<file path="config.mk">
export PLATFORM = sky130hd
export DESIGN_NAME = waitgen_top
export DESIGN_NICKNAME = d
export VERILOG_FILES = /design/src/rtl/waitgen_pkg.sv /design/src/rtl/waitgen_regs.sv /design/src/rtl/waitgen_seq.sv /design/src/rtl/waitgen_refresh.sv /design/src/rtl/waitgen_top.sv
export SDC_FILE = /design/constraint.sdc
export NUM_CORES = 1
export LEC_CHECK = 0
export ABC_AREA = 1
export BUFFER_PORTS_ARGS = -buffer_cell sky130_fd_sc_hd__buf_2
export CAP_MARGIN = 10
export CORE_MARGIN = 8
export CORE_UTILIZATION = 63
export CTS_CLUSTER_DIAMETER = 200
export DETAILED_ROUTE_END_ITERATION = 7
export PLACE_DENSITY = 0.85
export SYNTH_ARGS = -nofsm -noshare
export SYNTH_HDL_FRONTEND = slang
export SYNTH_SLANG_ARGS = --single-unit
</file>
<file path="constraint.sdc">
create_clock -name clk -period 3.5 [get_ports clk]
set_input_delay 0.35 -clock clk [delete_from_list [all_inputs] [get_ports clk]]
set_output_delay 0.35 -clock clk [all_outputs]
set_load 0.1 [all_outputs]
</file>
<file path="src/rtl/waitgen_pkg.sv">
package waitgen_pkg;
  parameter int DATA_W  = 8;
  parameter int ADDR_W  = 3;
  parameter int CLASS_W = 3;
  parameter int ROM_W   = 3;
  parameter int DRAM_W  = 2;
  parameter int CS_W    = 4;
  parameter int ISA_W   = 4;
  parameter int REFRESH_PER_SEC = 64000;

  localparam int ROM_MAX  = (1 << ROM_W) - 1;
  localparam int DRAM_MAX = (1 << DRAM_W) - 1;
  localparam int CS_MAX   = (1 << CS_W) - 1;
  localparam int ISA_MAX  = (1 << ISA_W) - 1;

  function automatic int imax(input int a, input int b);
    return (a > b) ? a : b;
  endfunction

  localparam int TOTAL_MAX = imax(imax(2 * ROM_MAX, DRAM_MAX), imax(CS_MAX, ISA_MAX));
  localparam int CNT_W     = $clog2(TOTAL_MAX + 1);

  localparam logic [ADDR_W-1:0] REG_ROM  = ADDR_W'(0);
  localparam logic [ADDR_W-1:0] REG_DRAM = ADDR_W'(1);
  localparam logic [ADDR_W-1:0] REG_CS0  = ADDR_W'(2);
  localparam logic [ADDR_W-1:0] REG_CS1  = ADDR_W'(3);
  localparam logic [ADDR_W-1:0] REG_ISA  = ADDR_W'(4);

  localparam logic [CLASS_W-1:0] CLS_ROM = CLASS_W'(0);
  localparam logic [CLASS_W-1:0] CLS_CS0 = CLASS_W'(5);
  localparam logic [CLASS_W-1:0] CLS_CS1 = CLASS_W'(6);
  localparam logic [CLASS_W-1:0] CLS_ISA = CLASS_W'(7);

  typedef struct packed {
    logic [ROM_W-1:0]  rom_a;
    logic [ROM_W-1:0]  rom_b;
    logic [DRAM_W-1:0] dram;
    logic [CS_W-1:0]   cs0;
    logic [CS_W-1:0]   cs1;
    logic [ISA_W-1:0]  isa;
    logic              slow;
  } cfg_t;

  localparam cfg_t CFG_RESET = '{
    rom_a: ROM_W'(ROM_MAX),
    rom_b: ROM_W'(ROM_MAX),
    dram:  DRAM_W'(DRAM_MAX),
    cs0:   CS_W'(CS_MAX),
    cs1:   CS_W'(CS_MAX),
    isa:   ISA_W'(ISA_MAX),
    slow:  1'b0
  };
endpackage

</file>
<file path="src/rtl/waitgen_regs.sv">
module waitgen_regs
  import waitgen_pkg::*;
(
  input  logic              clk,
  input  logic              rst_n,
  input  logic              wr_en,
  input  logic [ADDR_W-1:0] addr,
  input  logic [DATA_W-1:0] wdata,
  output logic [DATA_W-1:0] rdata,
  output cfg_t              cfg
);
  cfg_t cfg_q, cfg_n;
  logic unused_wdata;

  assign unused_wdata = ^wdata[DATA_W-1:2*ROM_W];

  // next-state: write decode
  always_comb begin
    cfg_n = cfg_q;
    if (wr_en) begin
      unique case (addr)
        REG_ROM: begin
          cfg_n.rom_a = wdata[ROM_W-1:0];
          cfg_n.rom_b = wdata[2*ROM_W-1:ROM_W];
        end
        REG_DRAM: begin
          cfg_n.dram = wdata[DRAM_W-1:0];
          cfg_n.slow = wdata[DRAM_W];
        end
        REG_CS0: cfg_n.cs0 = wdata[CS_W-1:0];
        REG_CS1: cfg_n.cs1 = wdata[CS_W-1:0];
        REG_ISA: cfg_n.isa = wdata[ISA_W-1:0];
        default: ;
      endcase
    end
  end

  always_ff @(posedge clk or negedge rst_n) begin
    if (!rst_n) cfg_q <= CFG_RESET;
    else if (wr_en) cfg_q <= cfg_n;
  end

  // read mux: unimplemented bits stay zero
  always_comb begin
    rdata = '0;
    unique case (addr)
      REG_ROM:  rdata[2*ROM_W-1:0] = {cfg_q.rom_b, cfg_q.rom_a};
      REG_DRAM: rdata[DRAM_W:0]    = {cfg_q.slow, cfg_q.dram};
      REG_CS0:  rdata[CS_W-1:0]    = cfg_q.cs0;
      REG_CS1:  rdata[CS_W-1:0]    = cfg_q.cs1;
      REG_ISA:  rdata[ISA_W-1:0]   = cfg_q.isa;
      default:  rdata = '0;
    endcase
  end

  assign cfg = cfg_q;
endmodule

</file>
<file path="src/rtl/waitgen_seq.sv">
module waitgen_seq
  import waitgen_pkg::*;
(
  input  logic               clk,
  input  logic               rst_n,
  input  logic               cyc_start,
  input  logic [CLASS_W-1:0] dev_class,
  input  cfg_t               cfg,
  output logic               ready,
  output logic               busy,
  output logic               half2
);
  logic [CNT_W-1:0] load_cnt, load_sec;
  logic [CNT_W-1:0] cnt_q, cnt_n, sec_q, sec_n;
  logic             busy_q, busy_n, rdy_q, rdy_n;
  logic             unused_slow;

  assign unused_slow = cfg.slow;

  // class decode: total wait and second-half share
  always_comb begin
    load_sec = '0;
    unique case (dev_class)
      CLS_ROM: begin
        load_cnt = CNT_W'(cfg.rom_a) + CNT_W'(cfg.rom_b);
        load_sec = CNT_W'(cfg.rom_b);
      end
      CLS_CS0: load_cnt = CNT_W'(cfg.cs0);
      CLS_CS1: load_cnt = CNT_W'(cfg.cs1);
      CLS_ISA: load_cnt = CNT_W'(cfg.isa);
      default: load_cnt = CNT_W'(cfg.dram);
    endcase
  end

  always_comb begin
    busy_n = busy_q;
    cnt_n  = cnt_q;
    sec_n  = sec_q;
    rdy_n  = 1'b0;
    if (busy_q) begin
      if (cnt_q == CNT_W'(1)) begin
        busy_n = 1'b0;
        rdy_n  = 1'b1;
        cnt_n  = '0;
      end else begin
        cnt_n = cnt_q - CNT_W'(1);
      end
    end else if (cyc_start) begin
      if (load_cnt == '0) begin
        rdy_n = 1'b1;
      end else begin
        busy_n = 1'b1;
        cnt_n  = load_cnt;
        sec_n  = load_sec;
      end
    end
  end

  always_ff @(posedge clk or negedge rst_n) begin
    if (!rst_n) begin
      busy_q <= 1'b0;
      cnt_q  <= '0;
      sec_q  <= '0;
      rdy_q  <= 1'b0;
    end else begin
      busy_q <= busy_n;
      cnt_q  <= cnt_n;
      sec_q  <= sec_n;
      rdy_q  <= rdy_n;
    end
  end

  assign ready = rdy_q;
  assign busy  = busy_q;
  assign half2 = busy_q && (cnt_q <= sec_q);
endmodule

</file>
<file path="src/rtl/waitgen_refresh.sv">
module waitgen_refresh
  import waitgen_pkg::*;
#(
  parameter int CLK_HZ = 250_000_000
) (
  input  logic clk,
  input  logic rst_n,
  input  logic slow,
  output logic tick
);
  localparam int FAST_DIV = CLK_HZ / REFRESH_PER_SEC;
  localparam int SLOW_DIV = 2 * FAST_DIV;
  localparam int DIV_W    = $clog2(SLOW_DIV + 1);
  localparam logic [DIV_W-1:0] FAST_END = DIV_W'(FAST_DIV - 1);
  localparam logic [DIV_W-1:0] SLOW_END = DIV_W'(SLOW_DIV - 1);

  logic [DIV_W-1:0] cnt_q, cnt_n, end_val;
  logic             tick_q, tick_n;

  assign end_val = slow ? SLOW_END : FAST_END;

  always_comb begin
    tick_n = 1'b0;
    cnt_n  = cnt_q + DIV_W'(1);
    if (cnt_q >= end_val) begin
      cnt_n  = '0;
      tick_n = 1'b1;
    end
  end

  always_ff @(posedge clk or negedge rst_n) begin
    if (!rst_n) begin
      cnt_q  <= '0;
      tick_q <= 1'b0;
    end else begin
      cnt_q  <= cnt_n;
      tick_q <= tick_n;
    end
  end

  assign tick = tick_q;
endmodule

</file>
<file path="src/rtl/waitgen_top.sv">
module waitgen_top
  import waitgen_pkg::*;
#(
  parameter int CLK_HZ = 250_000_000
) (
  input  logic               clk,
  input  logic               rst_n,
  input  logic               cyc_start,
  input  logic [CLASS_W-1:0] dev_class,
  input  logic               reg_wr,
  input  logic [ADDR_W-1:0]  reg_addr,
  input  logic [DATA_W-1:0]  reg_wdata,
  output logic [DATA_W-1:0]  reg_rdata,
  output logic               ready,
  output logic               busy,
  output logic               half2,
  output logic               refresh_tick
);
  cfg_t cfg;

  waitgen_regs u_regs (
    .clk   (clk),
    .rst_n (rst_n),
    .wr_en (reg_wr),
    .addr  (reg_addr),
    .wdata (reg_wdata),
    .rdata (reg_rdata),
    .cfg   (cfg)
  );

  waitgen_seq u_seq (
    .clk       (clk),
    .rst_n     (rst_n),
    .cyc_start (cyc_start),
    .dev_class (dev_class),
    .cfg       (cfg),
    .ready     (ready),
    .busy      (busy),
    .half2     (half2)
  );

  waitgen_refresh #(.CLK_HZ(CLK_HZ)) u_refresh (
    .clk   (clk),
    .rst_n (rst_n),
    .slow  (cfg.slow),
    .tick  (refresh_tick)
  );
endmodule

</file>
Word level (Yosys, flattened, before mapping)
Index checks and enable logic that the tools add are counted.

Register bits: 45. Bits in latches: 0. Memory bits (writable): 0. ROM bits: 0. Input port bits: 18. Output and inout port bits: 12. Logic and storage cells: 61. Memories kept: 0.

Add/subtract/negate cells: 3. $mul: 0. Divide/modulo/power cells: 0. Order comparisons: 2. Equal/unequal tests: 9. Shift operators: 0. Mux-type cells: 20. Bitwise logic cells: 2. Reductions and logical operators: 12.

Operators by type and width (count): 2-to-1 mux 13 bit (2); 2-to-1 mux 4 bit (4); one-hot mux 4 bit (4 select lines) (1); one-hot mux 3 bit (5 select lines) (1); adder 13 x 1 -> 13 bit (second input constant) (1); greater-or-equal comparator 13 bit (1); == test 3 bit (second input constant) (4); AND reduction 2 bit (6); 2-to-1 mux 1 bit (9); == test 3 x 2 -> 1 bit (second input constant) (2); logical NOT 3 bit (2); adder 3 x 3 -> 4 bit (1); == test 4 x 1 -> 1 bit (second input constant) (1); less-or-equal comparator 4 bit (1); logical NOT 4 bit (1); one-hot mux 1 bit (4 select lines) (1); subtractor 4 x 1 -> 4 bit (second input constant) (1); == test 3 x 1 -> 1 bit (second input constant) (1); 2-to-1 mux 3 bit (1); AND reduction 3 bit (1); 2-to-1 mux 2 bit (1); inequality test 2 x 1 -> 1 bit (second input constant) (1); inverter 1 bit (2); nonzero test 2 bit (1); logical AND 1 bit (1).

Depth between registers and ports, before layout
Gate-level depths: netlist (run 1).

Depth in word-level cells: 6. Gate-level depth with buffers: 13. Mapped depth without buffers: 13.

By module
Synthesis (run 1) repeated with hierarchy kept, for this count alone.

Cells, all modules: 386. Area total of the unflattened synthesis: 2965.3 µm².

By module, submodules not included: waitgen_regs (times used 1, cells each 133, area an instance 1112.3 µm², sequential area each 550.5 µm²); waitgen_refresh (times used 1, cells each 119, area an instance 944.7 µm², sequential area each 350.3 µm²); waitgen_seq (times used 1, cells each 134, area an instance 908.4 µm², sequential area each 225.2 µm²).

Worst setup path before layout (run 1)
OpenSTA, ideal clock, no wires.

Kind: flip-flop to output port. Start point: register u_seq.busy_q, in the netlist u_seq.busy. End point: output port half2. Arrival: 3.515 ns. Data required time: 3.150 ns. Setup slack: -0.365 ns. Stages on the path, launching flop included: 4. Path buffers: 1. Path through: dfrtp_1 > inv_1 > buf_2 > nor3_1.

Word-level cells in the longest chain between the ends: 1.

RTL lines: start, declared (RTL line waitgen_seq.sv:15) `logic busy_q, busy_n, rdy_q, rdy_n;`; start signal, assigned (RTL line waitgen_seq.sv:66) `busy_q <= busy_n;`; logical AND 1 bit (RTL line waitgen_seq.sv:75) `assign half2 = busy_q && (cnt_q <= sec_q);`; end, declared (RTL line waitgen_top.sv:16) `output logic half2,`.

No other way between the ends.

Final worst setup path (run 1)
Start point: register u_seq.cnt_q[1]. End point: output port half2.

Word-level cells in the longest chain between the ends: 2.

RTL lines: start, declared (RTL line waitgen_seq.sv:14) `logic [CNT_W-1:0] cnt_q, cnt_n, sec_q, sec_n;`; start signal, assigned (RTL line waitgen_seq.sv:67) `cnt_q <= cnt_n;`; less-or-equal comparator 4 bit (RTL line waitgen_seq.sv:75); logical AND 1 bit (RTL line waitgen_seq.sv:75).

No other way between the ends.

==> results of run 1 <==
## routing by layer
| metal | track usage, % | vias up | part of all wire [%] | wire length (µm) |
|---|---|---|---|---|
| met5 | 0 | - | 0 | 0 |
| met4 | 5.89 | 0 | 1.3 | 76 |
| met3 | 5.30 | 7 | 4.2 | 243 |
| met2 | 31.6 | 42 | 49 | 2810 |
| met1 | 22.8 | 1017 | 45 | 2600 |
| li1 | - | 1115 | - | - |
## worst paths after layout
check / startpoint / slack (ps) / cells after the start / to
worst max-delay path: u_seq.cnt_q[1] / 1230 / 7 / half2
worst min-delay path: rst_n / 180 / 1 / u_refresh.cnt_q[11]
worst max register to register: u_regs.cfg[15] / 1470 / 10 / u_seq.cnt_q[1]
worst min register to register: u_seq.sec_q[1] / 480 / 2 / u_seq.sec_q[1]
max in group asynchronous: rst_n / 2740 / 1 / u_refresh.cnt_q[5]
min in group clk: reg_wdata[5] / 290 / 3 / u_regs.cfg[17]
## registers in the layout, summed over array words and instances (netlist names)
name	flops
u_seq.sec_q	3
u_seq.busy	1
u_regs.cfg	21
u_seq.ready	1
u_refresh.tick	1
u_seq.cnt_q	4
u_refresh.cnt_q	13
## final cells by class
cell class,instances,share of cell area (%)
multi-input combinational,240,47.5
clock buffer,7,2.63
clock inverter,1,0.301
inverter,34,4.39
tap,50,2.15
sequential,44,38.8
timing repair buffer,25,4.31
## logic make-up (layout without fill, tap and decap cells)
kind of cell / Yosys count / count (layout)
and+or+nand+nor: 170 / 170
DFF: 44 / 44
xor gates and xnor gates: 13 / 13
buffers and inverters: 42 / 67
AOI/OAI and AO/OA: 40 / 40
other: 1 / 2
adders and majority gates: 15 / 15
## power groups by stage
stage	Sequential (µW)	Combinational (µW)	Clock, µW
final	708	730	316
after global routing	723	812	346
after CTS	707	730	320
after detailed placement	717	726	0
after global placement	712	692	0
after floorplan	771	515	0
## synthesized netlist by cell type, types with 4 or more instances
| cell type | instances | area share (%) |
|---|---|---|
| a21oi_1 | 5 | 0.93 |
| dfrtp_1 | 24 | 22 |
| dfstp_2 | 20 | 20 |
| ha_1 | 14 | 6.5 |
| inv_1 | 32 | 4.5 |
| nand2_1 | 77 | 11 |
| nand2_2 | 4 | 0.93 |
| nand2_4 | 4 | 1.7 |
| nand3_1 | 19 | 3.5 |
| nand4_1 | 14 | 3.3 |
| nor2_1 | 31 | 4.3 |
| nor2_2 | 8 | 1.9 |
| nor3_1 | 4 | 0.74 |
| o21ai_0 | 27 | 5.0 |
| xnor2_1 | 6 | 2.0 |
| xor2_1 | 7 | 2.3 |
## stage by stage
step	hold slack (ps)	util, %	instances	power, µW	area [µm²]
global placement	458	69.5	393	1400	2820
global route	257	71.6	401	1880	2910
floorplan	54.4	-	326	1290	2700
detailed placement	462	69.5	393	1440	2820
finish	176	71.6	401	1750	2910
CTS	215	71.6	401	1760	2910
==> metrics.yaml, run 1 <==
antenna_found_initial: 0
antenna_left: 0
slowest_delay_ps: 440
fin_ws_ps: 1230
drtIter0Drc: 148
grt_usage_pct: 18.8
grt_first_pass_wirelength_mm: 9.70
ys_ff_latch: 44
numCtsBuffers: 5
p_leak_uw: 0.00145
area_growth_pct: 8.05
fin_skew_ps: 5.25
die_x_um: 81.3
routed_wl_mm: 5.73
drv_slew: 0
cts_buffer_depth: 2
cts_hold_buf: 0
setup-tns-final_ps: 0
avgSynthCellArea_um2: 8.27
async_flop_share_pct: 100
layout_min_cycle_time_ps: 2270
hpwl_mm: 4.39
ys_warn_count: 0
power.switching_uw: 783
start_util_pct: 66.3
first_pass_iters: 4
dp_slack_ps: 1470
cts_resized: 0
slowest_stage: "buf_2"
cts.sinks: 44
cts_tree: "built"
synth_top_family_by_area: "simple AND/OR/NAND/NOR gates"
clkLatencyLatePin_ps: 300
muxShareOfSynthArea_pct: 0
synthSimpleGateAreaFrac_pct: 31.0
synth_edf_count: 0
criticalPathCategory: "flop to output port"
endpoint_kind: "output port"
cp.required_ps: 3150
clk_pin_slew_ps: 80
layout_common_cells: "nand2_1, inv_1, nor2_1"
rows: 23
drc: 0
core-area_um2: 4060
setup_violations: 0
critPathLaunchType: "flop"
cap_violations: 0
avgRoutedWirePerCell_um: 14.3
dr_total_vias: 2181
grt_pass1_vias: 2167
min_path_type: "input pin to asynchronous set/reset pin"
dieArea_um2: 6610
p_int_uw: 972
drive_above_1_share_pct: 22.5
crit_path_cell_trace: "ha_1, inv_1, nor2_1, o21ai_0, a32oi_1, nor3_2, buf_2"
slew_headroom_pct: 38.7
p_clk_share_pct: 18.0
synth.cell_area_um2: 2690
yosys.area_share.adder_pct: 7.26
max_freq_mhz: 441
root_buffer: "clkbuf_8"
via_per_inst: 5.44
synth_xor_area_share_pct: 4.23
fillers: 328
syn_inst: 325
synth_compound_area_share_pct: 8.33
worstMarginPinSlew_ps: 919
crit_family: "buffers and inverters"
ys_seq_area_share_pct: 41.9
io_pins: 30
finalCritPeriodShare_pct: 64.9
final_common_cell: "nand2_1"
h-tree-depth: 2
multi_input_area_um2: 1380
grt_max_degree: 45
regArea_um2: 1130
status: "finished clean"
powerDensity_nw_per_um2: 604
port_buffers: 25
irDropWorstVdd_mv: 0.563
cp.buffers_inverters: 2
fin_nets: 383
combPwrFrac_pct: 41.6
p_sw_share_pct: 44.6
synth_cell_types: 34
n_antenna_cell: 0
ys.flop_type: "dfrtp_1"
grt_overflow: 0
gp_congestion: 0.914
die-height_um: 81.3
rsz0062_at_grt: "no"
cp.arrival_ps: 1920
crit_fanout: 4
seq_power_share_pct: 40.4
cts_setup_buffers: 0
hold_viol: 0
(Power assumes the default switching activity.)
==> inputs of run 2 (changes only) <==
- ABC_AREA: 1 -> 0
- CORE_UTILIZATION: 63 -> 58
- PLACE_DENSITY: 0.85 -> 0.79
- clock period: 3.5 -> 2.35 ns (I/O delays scaled with it)
==> run 2 against run 1 <==
- die area up 4.1%
- clock-buffer cell count up 1
- critical path type is now flop to flop
- routed wire length down 4.0%
- flip-flop and latch count unchanged
- critical path depth up 1
- worst hold slack better by 7.0 ps
- sequential power up 57%
- non-clock buffer count up 8
- register-to-register slack worse by 1400 ps
- clock power up 50%
==> metrics.yaml, run 2 <==
status: "finished clean"
slowest_delay_ps: 570
drive_above_1_share_pct: 35.8
die-height_um: 83.0
avgRoutedWirePerCell_um: 16.3
drv_slew: 0
combPwrFrac_pct: 40.7
synth.cell_area_um2: 2600
cts_tree: "built"
irDropWorstVdd_mv: 0.490
fin_ws_ps: 29.3
gp_congestion: 0.820
n_antenna_cell: 0
cp.buffers_inverters: 0
cts_setup_buffers: 0
slew_headroom_pct: 53.6
finalCritPeriodShare_pct: 98.8
criticalPathCategory: "flop to flop"
fin_nets: 317
port_buffers: 25
crit_path_cell_trace: "ha_4, fa_1, a32o_1, a21oi_2, a22oi_2, or2_1, a21oi_2, mux2i_1"
r2r_slack_ps: 30
fin_area_um2: 2980
final_common_cell: "buf_2"
synth_edf_count: 0
antenna_left: 0
drtIter0Drc: 80
hold_path_depth: 2
layout_min_cycle_time_ps: 2320
via_per_inst: 5.88
cp.arrival_ps: 2550
start_util_pct: 59.8
cp.required_ps: 2570
hpwl_mm: 4.13
drc: 0
total_power_uw: 2670
worstMarginPinSlew_ps: 689
critPathLaunchType: "flop"
setup_violations: 0
clkLatencyLatePin_ps: 290
cts.sinks: 44
max_freq_mhz: 431
crit_family: "compound AO/OA/AOI/OAI gates"
ys_top_cells_by_area: "dfrtp_1, dfstp_2, mux2_2"
endpoint: "u_seq.cnt_q[0]"
dr_total_vias: 1983
fin_skew_ps: 8.13
grt_pass1_vias: 2010
endpoint_kind: "flop"
root_buffer: "clkbuf_8"
worstSetupPathDepth: 8
finalNonFillerCells: 337
critPathMostFrequentCell: "a21oi_2"
grt_max_degree: 31
crit_start: "u_regs.cfg[18]"
async_flop_share_pct: 100
antenna_found_initial: 0
syn_inst: 253
first_pass_iters: 5
fin_util_pct: 68.5
area_growth_pct: 14.7
p_clk_share_pct: 17.7
synth_cell_types: 48
h-tree-depth: 2
numCtsBuffers: 5
ys_warn_count: 0
cts_buffer_depth: 2
synth_common_cells: "dfrtp_1, mux2_2, nor2_1, dfstp_2, nand2_1"
grt_overflow: 0
slowest_stage: "dfstp_2"
avgSynthCellArea_um2: 10.3
regArea_um2: 1130
min_path_type: "input pin to flop"
grt_first_pass_wirelength_mm: 9.37
dp.cells: 327
synth.largest_area_cell: "dfrtp_1"
fillers: 326
largest_reg_flops: 21
routed_wl_mm: 5.51
rsz0062_at_grt: "yes"
ys.flop_type: "dfrtp_1"
r2r-end: "u_seq.cnt_q[0]"
cap_violations: 0
crit_fanout: 3
die_x_um: 83.0
r2r_start: "u_regs.cfg[18]"
dieArea_um2: 6890
hold_viol: 0
clk_pin_slew_ps: 80
rows: 24
ys_ff_latch: 44
seq_power_share_pct: 41.6
synth.most_common_cell: "dfrtp_1"
synth_top_area_share_pct: 23.1
multi_input_area_um2: 1470
io_pins: 30
worst-r2r-cell-count: 8
p_leak_uw: 0.00133
layout_common_cells: "buf_2, dfrtp_1, mux2_2, nor2_1, dfstp_2"
dp_slack_ps: -65.7
powerDensity_nw_per_um2: 896
grt_usage_pct: 16.2
p_int_uw: 1600
ys_seq_area_share_pct: 43.3
p_sw_share_pct: 40.3
power.switching_uw: 1080
placed_area_um2: 2830
core-area_um2: 4350
## run 2: repair_timing
| action | CTS | global route |
|---|---|---|
| hold endpoints to repair | 24 | 0 |
| pin swaps | 1 | 2 |
| hold buffers | 1 | 0 |
| resized for setup | 2 | 6 |
| endpoints found under the setup margin | 7 | 8 |
| gates cloned | 1 | 0 |
## run 2: logic make-up (layout without fill, tap and decap cells)
kind of cell    Yosys count  after routing  share of synthesized area, %
simple gates             82             82                          15.9
buf+inv                  22             52                          3.85
flops                    44             44                          43.3
other cells               1              2                         0.144
xor+xnor                 12             12                          4.04
compound gates           48             49                          12.1
mux                      29             29                          13.2
fa+ha+maj                15             15                          7.50
## run 2: power by group through the flow
stage	Clock (µW)	Combinational [µW]	Sequential, µW
finish	474	1090	1110
global route	529	1180	1140
CTS	493	1050	1110
detailed placement	0	1040	1120
global placement	0	998	1110
floorplan	0	762	1160
## run 2: area by class of cell
cell class	instances	share of cell area, %
Sequential cell	44	37.8
Timing Repair Buffer	33	6.29
Inverter	11	1.38
Multi-Input combinational cell	189	49.4
Tap cell	52	2.18
Clock buffer	8	3.02
## run 2: metrics by stage
| stage | hold slack [ps] | setup TNS, ps |
|---|---|---|
| 2_1_floorplan | -60.6 | -261 |
| 3_3_place_gp | 300 | 0 |
| 3_5_place_dp | 306 | -116 |
| 4_1_cts | 175 | 0 |
| 5_1_grt | 174 | -87.6 |
| 6_report | 183 | 0 |
## run 2: worst min path at each step
stage | start | endpoint
2_1_floorplan | rst_n | u_refresh.cnt_q[0]
3_3_place_gp | rst_n | u_refresh.cnt_q[11]
3_5_place_dp | rst_n | u_refresh.cnt_q[10]
4_1_cts | reg_wdata[5] | u_regs.cfg[17]
5_1_grt | reg_wdata[5] | u_regs.cfg[17]
6_report | reg_wdata[5] | u_regs.cfg[17]
## run 2: routing by layer
layer	track usage [%]	wire length, µm
met5	0	0
met4	5.75	68
met3	4.00	225
met2	25.6	2610
met1	20.9	2600
